`config.mk`:
```
export PLATFORM = sky130hd
export DESIGN_NAME = src_switch
export DESIGN_NICKNAME = d
export VERILOG_FILES = /design/src/rtl/tsel_pkg.sv /design/src/rtl/src_switch.sv
export SDC_FILE = /design/constraint.sdc
export NUM_CORES = 1
export LEC_CHECK = 0
export BUFFER_PORTS_ARGS = -buffer_cell sky130_fd_sc_hd__buf_2
export CORE_AREA = 2 2 39 41
export CTS_BUF_LIST = sky130_fd_sc_hd__clkbuf_8
export CTS_CLUSTER_DIAMETER = 200
export DETAILED_ROUTE_END_ITERATION = 7
export DIE_AREA = 0 0 41 43
export GPL_ROUTABILITY_DRIVEN = 0
export HOLD_SLACK_MARGIN = 0.05
export PLACE_DENSITY = 0.33
export SETUP_SLACK_MARGIN = 0.1
export SLEW_MARGIN = 10
export SYNTH_ARGS = -nofsm -noshare
export SYNTH_HDL_FRONTEND = slang
export SYNTH_SLANG_ARGS = --single-unit
```
`constraint.sdc`:
```
create_clock -name clk -period 2.9 [get_ports clk]
set_input_delay 0.145 -clock clk [delete_from_list [all_inputs] [get_ports clk]]
set_output_delay 0.145 -clock clk [all_outputs]
set_load 0.01 [all_outputs]
```
`src/rtl/tsel_pkg.sv`:
```
package tsel_pkg;
  typedef enum logic [2:0] {
    TS_SHIFT     = 3'd0,
    TS_HIGH      = 3'd1,
    TS_REF       = 3'd2,
    TS_MCNT      = 3'd3,
    TS_FOUT      = 3'd4,
    TS_LOW       = 3'd5,
    TS_BYPASS    = 3'd6,
    TS_FOUT_DIV4 = 3'd7
  } tsel_e;

  typedef enum logic {
    SW_RUN  = 1'b0,
    SW_HOLD = 1'b1
  } sw_state_e;
endpackage

```
`src/rtl/src_switch.sv`:
```
module src_switch
  import tsel_pkg::*;
#(
  parameter int GAP_CYC = 2
) (
  input  logic clk,
  input  logic rst,
  input  logic want_ser,
  input  logic vco_tick,
  input  logic ser_tick,
  output logic use_ser,
  output logic div_tick
);
  localparam int GW = (GAP_CYC > 1) ? $clog2(GAP_CYC) : 1;

  sw_state_e      state;
  logic [GW-1:0]  gap_cnt;
  logic           target;

  always_ff @(posedge clk or posedge rst) begin
    if (rst) begin
      state   <= SW_RUN;
      gap_cnt <= '0;
      target  <= 1'b0;
      use_ser <= 1'b0;
    end else begin
      case (state)
        SW_RUN: begin
          if (want_ser != use_ser) begin
            state   <= SW_HOLD;
            target  <= want_ser;
            gap_cnt <= GW'(GAP_CYC - 1);
          end
        end
        default: begin
          if (gap_cnt == '0) begin
            use_ser <= target;
            state   <= SW_RUN;
          end else begin
            gap_cnt <= gap_cnt - 1'b1;
          end
        end
      endcase
    end
  end

  always_comb begin
    div_tick = 1'b0;
    if (state == SW_RUN) div_tick = use_ser ? ser_tick : vco_tick;
  end

  AST_SWITCH_AFTER_HOLD: assert property (@(posedge clk) disable iff (rst)
    (use_ser != $past(use_ser)) |-> $past(state) == SW_HOLD);
endmodule

```
==> results of run 1 <==
power groups by stage:
stage	clock network (mW)	registers [mW]	logic, mW
2_1_floorplan	0	0.113	0.0706
3_3_place_gp	0	0.116	0.0945
3_5_place_dp	0	0.118	0.0957
4_1_cts	0.116	0.117	0.0974
5_1_grt	0.121	0.122	0.109
6_report	0.114	0.115	0.0951
metal layers:
layer / GRT usage / part of all wire
met5: 0 / 0
met4: 0.1000 / 0.034
met1: 0.04886 / 0.39
met2: 0.07188 / 0.48
met3: 0.04712 / 0.096
cell usage in the layout, fill, tap and decap left out:
cell type / n
sky130_fd_sc_hd__clkbuf_8: 3
sky130_fd_sc_hd__nor2_1: 5
sky130_fd_sc_hd__xor2_1: 1
sky130_fd_sc_hd__nor2_2: 1
sky130_fd_sc_hd__mux2i_1: 1
sky130_fd_sc_hd__inv_1: 1
sky130_fd_sc_hd__a21oi_1: 1
sky130_fd_sc_hd__dfrtp_1: 4
sky130_fd_sc_hd__inv_2: 1
sky130_fd_sc_hd__buf_2: 6
sky130_fd_sc_hd__dlygate4sd3_1: 1
sky130_fd_sc_hd__o21ai_0: 2
sky130_fd_sc_hd__mux2_4: 1
metrics by stage:
stage	setup slack, ns	util
2_1_floorplan	1.948	-
3_3_place_gp	1.883	0.1673
3_5_place_dp	1.880	0.1673
4_1_cts	1.731	0.2043
5_1_grt	1.658	0.2043
6_report	1.748	0.2043
sequential cells by signal, summed over array words and instances, names as in the netlist:
| signal | count |
|---|---|
| gap_cnt | 1 |
| state | 1 |
| target | 1 |
| use_ser | 1 |
final cells by class:
cell class	count	share of cell area
Sequential cell	4	0.3540
Multi-Input combinational cell	12	0.2611
Clock buffer	3	0.1460
Timing Repair Buffer	7	0.1416
Tap cell	16	0.07080
Inverter	2	0.02655
worst max-delay path, stage by stage, from the launching register on:
cell and delay [ns]:
sky130_fd_sc_hd__dfrtp_1 0.41, sky130_fd_sc_hd__mux2i_1 0.20, sky130_fd_sc_hd__nor2_1 0.05, sky130_fd_sc_hd__buf_2 0.14
final timing paths:
kind                             to  cells past startpoint
min reg2reg                 gap_cnt                      1
min in group asynchronous   use_ser                      3
max in group asynchronous   gap_cnt                      3
max                        div_tick                      3
max reg2reg                 use_ser                      3
min                          target                      3
cell families after synthesis:
| logic type | count (synthesis) |
|---|---|
| compound gates | 3 |
| xor+xnor | 1 |
| buf+inv | 2 |
| flops | 4 |
| mux | 2 |
| simple gates | 6 |
==> run summary, run 1 <==
Area contributors post-synth = sky130_fd_sc_hd__dfrtp_1, sky130_fd_sc_hd__nor2_1, sky130_fd_sc_hd__mux2_4
Post CTS Setup Buffer Count = 0
Max-slew violations = 0
WL per Instance = 8.023 um
Least-Margin Pin Slew = 0.1716 ns
Mux share of post-synthesis cell area = 0.1379
Detailed-router iteration count before antenna repair = 2
Net switching power = 0.09858 mW
Maximum number of pins on one net before global-route repair = 6
Number of enable flip-flop cells after synthesis = 0
Post-Synth XOR/XNOR Area = 0.04828
Global-route wire length before repair = 600 um
Combinational family with the most area after synthesis = multiplexers
Critical path origin = use_ser
Final cycle utilization of the critical path = 0.3971
Portion of total power attributed to combinational logic = 0.294
Initial Utilization = 0.1311
Overall die width = 41 um
Max IR drop VDD = 0.0002520 V
Post-synthesis register bit count = 4
Number of filler cells placed in the layout = 159
Adder-cell area share of the yosys netlist = 0
Worst hold path type = input port to flop
Largest clock skew in the final design = 0.001199 ns
Worst hold slack after final layout = 0.2253 ns
Clock insertion delay at the later pin of the skew report = 0.21 ns
Number of hold-slack violations in the final timing report = 0
Overall power of the completed layout = 0.3241 mW
Number of instances in the synthesized netlist = 18
Mean area per synthesized cell = 10.08 um2
Sequential area share after synthesis = 0.5517
Ranking of synthesized cells by instance count = sky130_fd_sc_hd__nor2_1, sky130_fd_sc_hd__dfrtp_1, sky130_fd_sc_hd__o21ai_0
Number of max-capacitance violations reported = 0
Count of hold buffers inserted by post-cts repair = 1
Headroom to the max-slew limit = 0.8852
Layout cells sized above 1 = 0.4286
Sequential share of power = 0.355
Net switching share of the total power = 0.3041
Total clock sinks = 4
Antenna violations before repair = 0
Area share of the largest cell type after synthesis = 0.5517
Reg2reg start = state
Clk pin slew, worst setup/hold paths = 0.03 ns
Maximum operating frequency = 868.4 MHz
Cell area after layout = 282.8 um2
Maximum level of the CTS H-tree = 1
Post-Place Cells = 40
Maximum fanout encountered on the critical timing path = 5
FP Rows = 14
Summed negative setup slack over all endpoints = 0 ns
Post-layout min period = 1.152 ns
Proportion of power drawn by the clock network = 0.351
Via count of the first global-routing pass = 164
Aggregate routed wire length = 353 um
I/O Buffers = 6
TritonCTS clock tree = built
Synth unique cells = 10
Die Y-Extent = 43 um
Total congestion overflow = 0
Synthesized-area fraction occupied by ao, oa, aoi and oai cells = 0.08276
Mapped Nets = 23
Die area = 1763 um2
Power density over cell area = 1146 nW/um2
Simple-gate share of the synthesized area = 0.1379
Netlist Area Pre-Place = 181.4 um2
Core box area = 1384 um2
Remaining routing DRC violations = 0
Startpoint type of the worst setup path = flop
Worst setup EP type = output port
Outcome = finished clean
RSZ-0062 raised after global routing = false
Cell type with the highest aggregate area in the netlist = sky130_fd_sc_hd__dfrtp_1
Ratio of routed vias to standard cells = 3.659
Placed standard-cell area = 231.5 um2
I/O pin cnt = 7
Required time reported for the critical path endpoint = 2.76 ns
Number of DRC markers in iteration 0 = 1
Async SR Flop Fraction = 1.000
Category of the critical setup timing path = flop to output port
Net count of the finished layout = 35
Clock tree root driver cell = sky130_fd_sc_hd__clkbuf_8
Internal Pwr Total = 0.2255 mW
Top-count cell post-synth = sky130_fd_sc_hd__nor2_1
PostCTS Resize Cnt = 0
Clock Path Buffers = 2
Number of warnings reported in the yosys synthesis log = 0
Multi-input gate area = 73.82 um2
Leakage Power = 0.1400 nW
Layout overhead on the synthesized area = 55.86%
Worst-case register-to-register setup slack = 1.89 ns
Source of the worst hold timing path = want_ser
TritonCTS buffer count = 3
Via Count = 161
N_diodes = 0
Commonest register cell after synthesis = sky130_fd_sc_hd__dfrtp_1
Arr. time, crit path = 1.01 ns
Number of non-filler instances in the completed layout = 44
Remaining number of nets flagged by the antenna check after routing = 0
Flip-flop and latch area = 100.1 um2
Final number of setup-violating endpoints = 0
Gr usage total = 0.06250
Power figures use the tool's default switching activity.
==> run 2: changes to the inputs <==
==> constraint.sdc (replaced) <==
create_clock -name clk -period 0.96 [get_ports clk]
set_input_delay 0.048 -clock clk [delete_from_list [all_inputs] [get_ports clk]]
set_output_delay 0.048 -clock clk [all_outputs]
set_load 0.01 [all_outputs]
==> run 2 against run 1 <==
Effect of this change:
- the flow now finishes with violations (negative setup slack)
- wire length up 2.0%
- die area unchanged
- first-iteration DRC count rose to 4.0 times the previous value
- global-route usage down 0.31 points
- power rose to 3.4 times the previous value
- final area up 11%
- non-clock buffer count up 2
- count of clock-buffer cells in the layout unchanged
- worst setup slack worse by 1.8 ns
- clock skew up 0.0021 ns
- combinational power rose to 4.6 times the previous value
==> run summary, run 2 (same netlist as run 1, synthesis figures left out) <==
Outcome = finished with violations (was finished clean)
Violations in the final reports = negative setup slack
Detailed-router iteration count before antenna repair = 2 (unchanged)
Leakage Power = 0.1532 nW (was 0.1400 nW)
I/O Buffers = 6 (unchanged)
Maximum number of pins on one net before global-route repair = 5 (was 6)
Antenna violations before repair = 0 (unchanged)
Post-Place Cells = 41 (was 40)
Net switching power = 0.3446 mW (was 0.09858 mW)
Remaining routing DRC violations = 0 (unchanged)
Power density over cell area = 3536 nW/um2 (was 1146 nW/um2)
Number of filler cells placed in the layout = 155 (was 159)
Net count of the finished layout = 37 (was 35)
FP Rows = 14 (unchanged)
Die area = 1763 um2 (unchanged)
I/O pin cnt = 7 (unchanged)
Remaining number of nets flagged by the antenna check after routing = 0 (unchanged)
Max-slew violations = 0 (unchanged)
Global-route wire length before repair = 607 um (was 600 um)
Worst setup EP type = output port (unchanged)
Overall die width = 41 um (unchanged)
Die Y-Extent = 43 um (unchanged)
Total congestion overflow = 0 (unchanged)
Total clock sinks = 4 (unchanged)
Leading cell types in the layout, fill and taps excluded = sky130_fd_sc_hd__buf_2, sky130_fd_sc_hd__nor2_1, sky130_fd_sc_hd__dfrtp_1 (unchanged)
Internal Pwr Total = 0.7659 mW (was 0.2255 mW)
Via count of the first global-routing pass = 159 (was 164)
Layout overhead on the synthesized area = 73.10% (was 55.86%)
Cell area after layout = 314.1 um2 (was 282.8 um2)
TritonCTS clock tree = built (unchanged)
Gr usage total = 0.05936 (was 0.06250)
Via Count = 166 (was 161)
N_diodes = 0 (unchanged)
Final number of setup-violating endpoints = 2 (was 0)
Number of max-capacitance violations reported = 0 (unchanged)
Number of hold-slack violations in the final timing report = 0 (unchanged)
Worst hold path type = input port to flop (unchanged)
Startpoint type of the worst setup path = flop (unchanged)
Overall power of the completed layout = 1.110 mW (was 0.3241 mW)
Core box area = 1384 um2 (unchanged)
Post-layout min period = 0.9852 ns
Portion of total power attributed to combinational logic = 0.398 (was 0.294)
Clock Path Buffers = 2 (unchanged)
Clk pin slew, worst setup/hold paths = 0.03 ns (about the same)
Initial Utilization = 0.1311 (unchanged)
Number of non-filler instances in the completed layout = 46 (was 44)
Maximum level of the CTS H-tree = 1 (unchanged)
Clock tree root driver cell = sky130_fd_sc_hd__clkbuf_8 (unchanged)
Aggregate routed wire length = 360 um (was 353 um)
Number of DRC markers in iteration 0 = 4 (was 1)
Category of the critical setup timing path = flop to output port (unchanged)
Placed standard-cell area = 244.0 um2 (was 231.5 um2)
Proportion of power drawn by the clock network = 0.310 (was 0.351)
Sequential share of power = 0.292 (was 0.355)
Maximum fanout encountered on the critical timing path = 4 (was 5)
Maximum operating frequency = 1015 MHz
Headroom to the max-slew limit = 0.9189 (was 0.8852)
Most frequent standard cell in the layout excluding fill and tap cells = sky130_fd_sc_hd__buf_2 (unchanged)
RSZ-0062 raised after global routing = true (was false)
Layout cells sized above 1 = 0.5000 (was 0.4286)
Clock insertion delay at the later pin of the skew report = 0.21 ns (about the same)
Largest clock skew in the final design = 0.003291 ns (was 0.001199 ns)
Final cycle utilization of the critical path = 1.026
TritonCTS buffer count = 3 (unchanged)
Ratio of routed vias to standard cells = 3.609 (was 3.659)
Max IR drop VDD = 0.001327 V (was 0.0002520 V)
Required time reported for the critical path endpoint = 0.91 ns (was 2.76 ns)
Setup slack after layout = -0.02522 ns (was 1.748 ns)
Arr. time, crit path = 0.94 ns (was 1.01 ns)
Net switching share of the total power = 0.3103 (was 0.3041)
Least-Margin Pin Slew = 0.1183 ns (was 0.1716 ns)
WL per Instance = 7.826 um (was 8.023 um)
-- run 2: cell types whose count changed in the layout (fill, tap and decap cells not counted), sizes merged --
| cell | before | now |
|---|---|---|
| buf | 6 | 8 |
-- run 2: critical path, cell delays in order (launching register included) --
cell,delay [ns]
sky130_fd_sc_hd__dfrtp_1,0.39
sky130_fd_sc_hd__buf_6,0.13
sky130_fd_sc_hd__nor2_1,0.08
sky130_fd_sc_hd__buf_2,0.13
-- run 2: path summary, 6_finish.rpt --
check	from	to	slack [ns]	cells past startpoint
setup / recovery	state	div_tick	-0.03	3
min in group asynchronous	rst	use_ser	0.26	3
setup reg to reg	use_ser	state	-0.01	4
hold reg to reg	target	use_ser	0.54	1
max in group asynchronous	rst	state	0.55	3
hold / removal	want_ser	target	0.15	3
-- run 2: per-stage QoR --
step / setup TNS (ns) / hold WS (ns) / util / setup WS (ns)
6_report: -0.03803 / 0.1454 / 0.2269 / -0.02522
5_1_grt: -0.1884 / 0.1600 / 0.2269 / -0.07404
4_1_cts: -0.04214 / 0.1183 / 0.2215 / -0.04080
3_5_place_dp: 0 / -0.06115 / 0.1763 / 0.02513
3_3_place_gp: 0 / -0.06736 / 0.1763 / 0.03881
2_1_floorplan: 0 / -0.1859 / - / 0.02280
-- run 2: final cells by class --
class,count,area [um2],area share
Inverter,2,7.507,0.02390
Timing Repair Buffer,9,58.81,0.1873
Tap cell,16,20.02,0.06375
Clock buffer,3,41.29,0.1315
Sequential cell,4,100.1,0.3187
Multi-Input combinational cell,12,86.33,0.2749
-- run 2: metal layers --
layer	up-vias	track usage	part of all wire
met5	-	0	0
met4	0	0.04000	0.022
met2	7	0.06250	0.41
li1	82	-	-
met3	2	0.08377	0.13
met1	75	0.05502	0.43
-- run 2: power groups by stage --
stage,logic [mW],registers (mW),clock network (mW)
global placement,0.354,0.337,0
global route,0.491,0.335,0.375
floorplan,0.230,0.349,0
detailed placement,0.360,0.342,0
finish,0.442,0.324,0.344
CTS,0.427,0.326,0.354
-- run 2: what timing repair did --
| item | 4_1_cts | 5_1_grt |
|---|---|---|
| hold endpoints to repair | 4 | 0 |
| pin swaps | 0 | 1 |
| cloned | 0 | 0 |
| buffers inserted | 1 | 0 |
| hold buffers | 1 | 0 |
| setup endpoints to repair | 6 | 6 |
| gates resized for setup | 1 | 2 |
==> run 3: changes to the inputs <==
--- a/config.mk
+++ b/config.mk
@@ -13,7 +13,6 @@
 export DIE_AREA = 0 0 41 43
 export GPL_ROUTABILITY_DRIVEN = 0
 export HOLD_SLACK_MARGIN = 0.05
-export PLACE_DENSITY = 0.33
 export SETUP_SLACK_MARGIN = 0.1
 export SLEW_MARGIN = 10
 export SYNTH_ARGS = -nofsm -noshare
==> run 3 against run 2 <==
Effect of this change:
- the flow still finishes with violations (negative setup slack)
- critical path depth is the same
- sequential power increased by 2%
- cell count increased by 4.3%
- largest cell class unchanged
- largest power group unchanged
==> run summary, run 3 (same netlist as run 1, synthesis figures left out) <==
Violations in the final reports = negative setup slack (unchanged)
N_diodes = 0 (unchanged)
Required time reported for the critical path endpoint = 0.91 ns (about the same)
Max-slew violations = 0 (unchanged)
Leakage Power = 0.1600 nW (was 0.1532 nW)
Remaining routing DRC violations = 0 (unchanged)
Max IR drop VDD = 0.0006830 V (was 0.001327 V)
Via count of the first global-routing pass = 185 (was 159)
Number of DRC markers in iteration 0 = 0 (was 4)
Overall die width = 41 um (unchanged)
HPWL after DPL = 277.2 um
Die area = 1763 um2 (unchanged)
TritonCTS buffer count = 3 (unchanged)
Post-layout min period = 1.018 ns (was 0.9852 ns)
Category of the critical setup timing path = flop to output port (unchanged)
Buf+Inv Stages, Crit Path = 1 (was 2)
Met2 layer wire length in the routed design = 268 um (was 148 um)
Via Count = 167 (was 166)
Initial Utilization = 0.1311 (unchanged)
Core box area = 1384 um2 (unchanged)
Number of non-filler instances in the completed layout = 48 (was 46)
Max incr delay on CP = 0.37 ns (was 0.39 ns)
Clock Path Buffers = 2 (unchanged)
Power density over cell area = 3674 nW/um2 (was 3536 nW/um2)
Arr. time, crit path = 0.97 ns (was 0.94 ns)
Antenna violations before repair = 0 (unchanged)
Number of filler cells placed in the layout = 162 (was 155)
Clock insertion delay at the later pin of the skew report = 0.21 ns (about the same)
Total congestion overflow = 0 (unchanged)
Cell type group with the largest total delay on the critical path = flip-flops (unchanged)
Headroom to the max-slew limit = 0.8949 (was 0.9189)
I/O Buffers = 6 (unchanged)
Most frequent standard cell in the layout excluding fill and tap cells = sky130_fd_sc_hd__buf_2 (unchanged)
Aggregate routed wire length = 427 um (was 360 um)
Worst-case register-to-register setup slack = 0 ns (was -0.01 ns)
Clock tree root driver cell = sky130_fd_sc_hd__clkbuf_8 (unchanged)
FP Rows = 14 (unchanged)
Detailed-router iteration count before antenna repair = 1 (was 2)
Die Y-Extent = 43 um (unchanged)
Maximum fanout encountered on the critical timing path = 2 (was 4)
I/O pin cnt = 7 (unchanged)
Worst setup EP type = output port (unchanged)
Total clock sinks = 4 (unchanged)
Post-Place Cells = 41 (unchanged)
Ratio of routed vias to standard cells = 3.479 (was 3.609)
Leading cell types in the layout, fill and taps excluded = sky130_fd_sc_hd__buf_2, sky130_fd_sc_hd__nor2_1, sky130_fd_sc_hd__dfrtp_1, sky130_fd_sc_hd__buf_4, sky130_fd_sc_hd__clkbuf_8 (was sky130_fd_sc_hd__buf_2, sky130_fd_sc_hd__nor2_1, sky130_fd_sc_hd__dfrtp_1)
Routed met3 length = 21 um (was 48 um)
Gr usage total = 0.06244 (was 0.05936)
Setup slack after layout = -0.05786 ns (was -0.02522 ns)
Number of hold-slack violations in the final timing report = 0 (unchanged)
Worst hold path type = input port to flop (unchanged)
Number of max-capacitance violations reported = 0 (unchanged)
Remaining number of nets flagged by the antenna check after routing = 0 (unchanged)
Final number of setup-violating endpoints = 2 (unchanged)
CP cell instances = mux2i_1 -> nor2_2 -> buf_2 (was buf_6 -> nor2_1 -> buf_2)
DR top layer = met3 (was met4)
Layout cells sized above 1 = 0.5625 (was 0.5000)
RSZ-0062 raised after global routing = true (unchanged)
Maximum level of the CTS H-tree = 1 (unchanged)
Global-route wire length before repair = 634 um (was 607 um)
M1 wire length = 136 um (was 155 um)
Largest clock skew in the final design = 0.0003126 ns (was 0.003291 ns)
Max stage delay cell, worst path = sky130_fd_sc_hd__dfrtp_1 (unchanged)
Maximum operating frequency = 982.5 MHz (was 1015 MHz)
Maximum number of pins on one net before global-route repair = 5 (unchanged)
Layout overhead on the synthesized area = 78.62% (was 73.10%)
Final cycle utilization of the critical path = 1.060 (was 1.026)
Outcome = finished with violations (unchanged)
Worst slack at placement = 0.008573 ns (was 0.02513 ns)
TritonCTS clock tree = built (unchanged)
Net count of the finished layout = 39 (was 37)
Least-Margin Pin Slew = 0.1532 ns (was 0.1183 ns)
WL per Instance = 8.896 um (was 7.826 um)
Clk pin slew, worst setup/hold paths = 0.03 ns (about the same)
Startpoint type of the worst setup path = flop (unchanged)
[run 3: layer usage]
metal  vias to the layer above  global-route usage
li1                         85                   -
met1                        80             0.03247
met2                         2              0.1063
met3                         0             0.04712
met4                         0             0.06000
met5                         -                   0
[run 3: final timing paths]
kind                       endpoint      from  cells after the start
max in group asynchronous   gap_cnt       rst                      3
setup reg to reg            gap_cnt   use_ser                      4
min in group asynchronous    target       rst                      3
hold reg to reg              target    target                      2
setup / recovery           div_tick   use_ser                      3
hold / removal               target  want_ser                      3
[run 3: repair_timing]
action,CTS,global route
pin swaps,2,3
setup buffers,3,0
setup endpoints to repair,5,6
hold buffers,1,0
endpoints found under the hold margin,4,0
resized for setup,2,2
[run 3: per-stage QoR]
stage	total power, mW	hold WS (ns)	util	setup TNS (ns)	area (um2)
detailed placement	0.7039	-0.06497	0.1763	0	244.0
finish	1.191	0.1354	0.2342	-0.05830	324.1
global route	1.273	0.1568	0.2342	-0.2285	324.1
global placement	0.6939	-0.06864	0.1763	0	244.0
CTS	1.175	0.1245	0.2297	-0.04767	317.8
floorplan	0.5782	-0.1859	-	0	186.4
[run 3: cell type report]
type,instances,area [um2],area share
Clock buffer,3,41.29,0.1274
Tap cell,16,20.02,0.06178
Multi-Input combinational cell,12,85.08,0.2625
Inverter,2,7.507,0.02317
Timing Repair Buffer,11,70.07,0.2162
Sequential cell,4,100.1,0.3089
[run 3: report_power, final]
part | internal (mW) | leakage (nW) | switching [mW]
clock | 0.267 | 0.0216 | 0.0832
sequential | 0.257 | 0.0464 | 0.0715
combinational | 0.286 | 0.0920 | 0.226
[run 3: tightest hold or removal path: cells and delay by family]
family | cells | cell delay (ns)
AO/OA/AOI/OAI | 2 | 0.14
buffers and inverters | 1 | 0.12
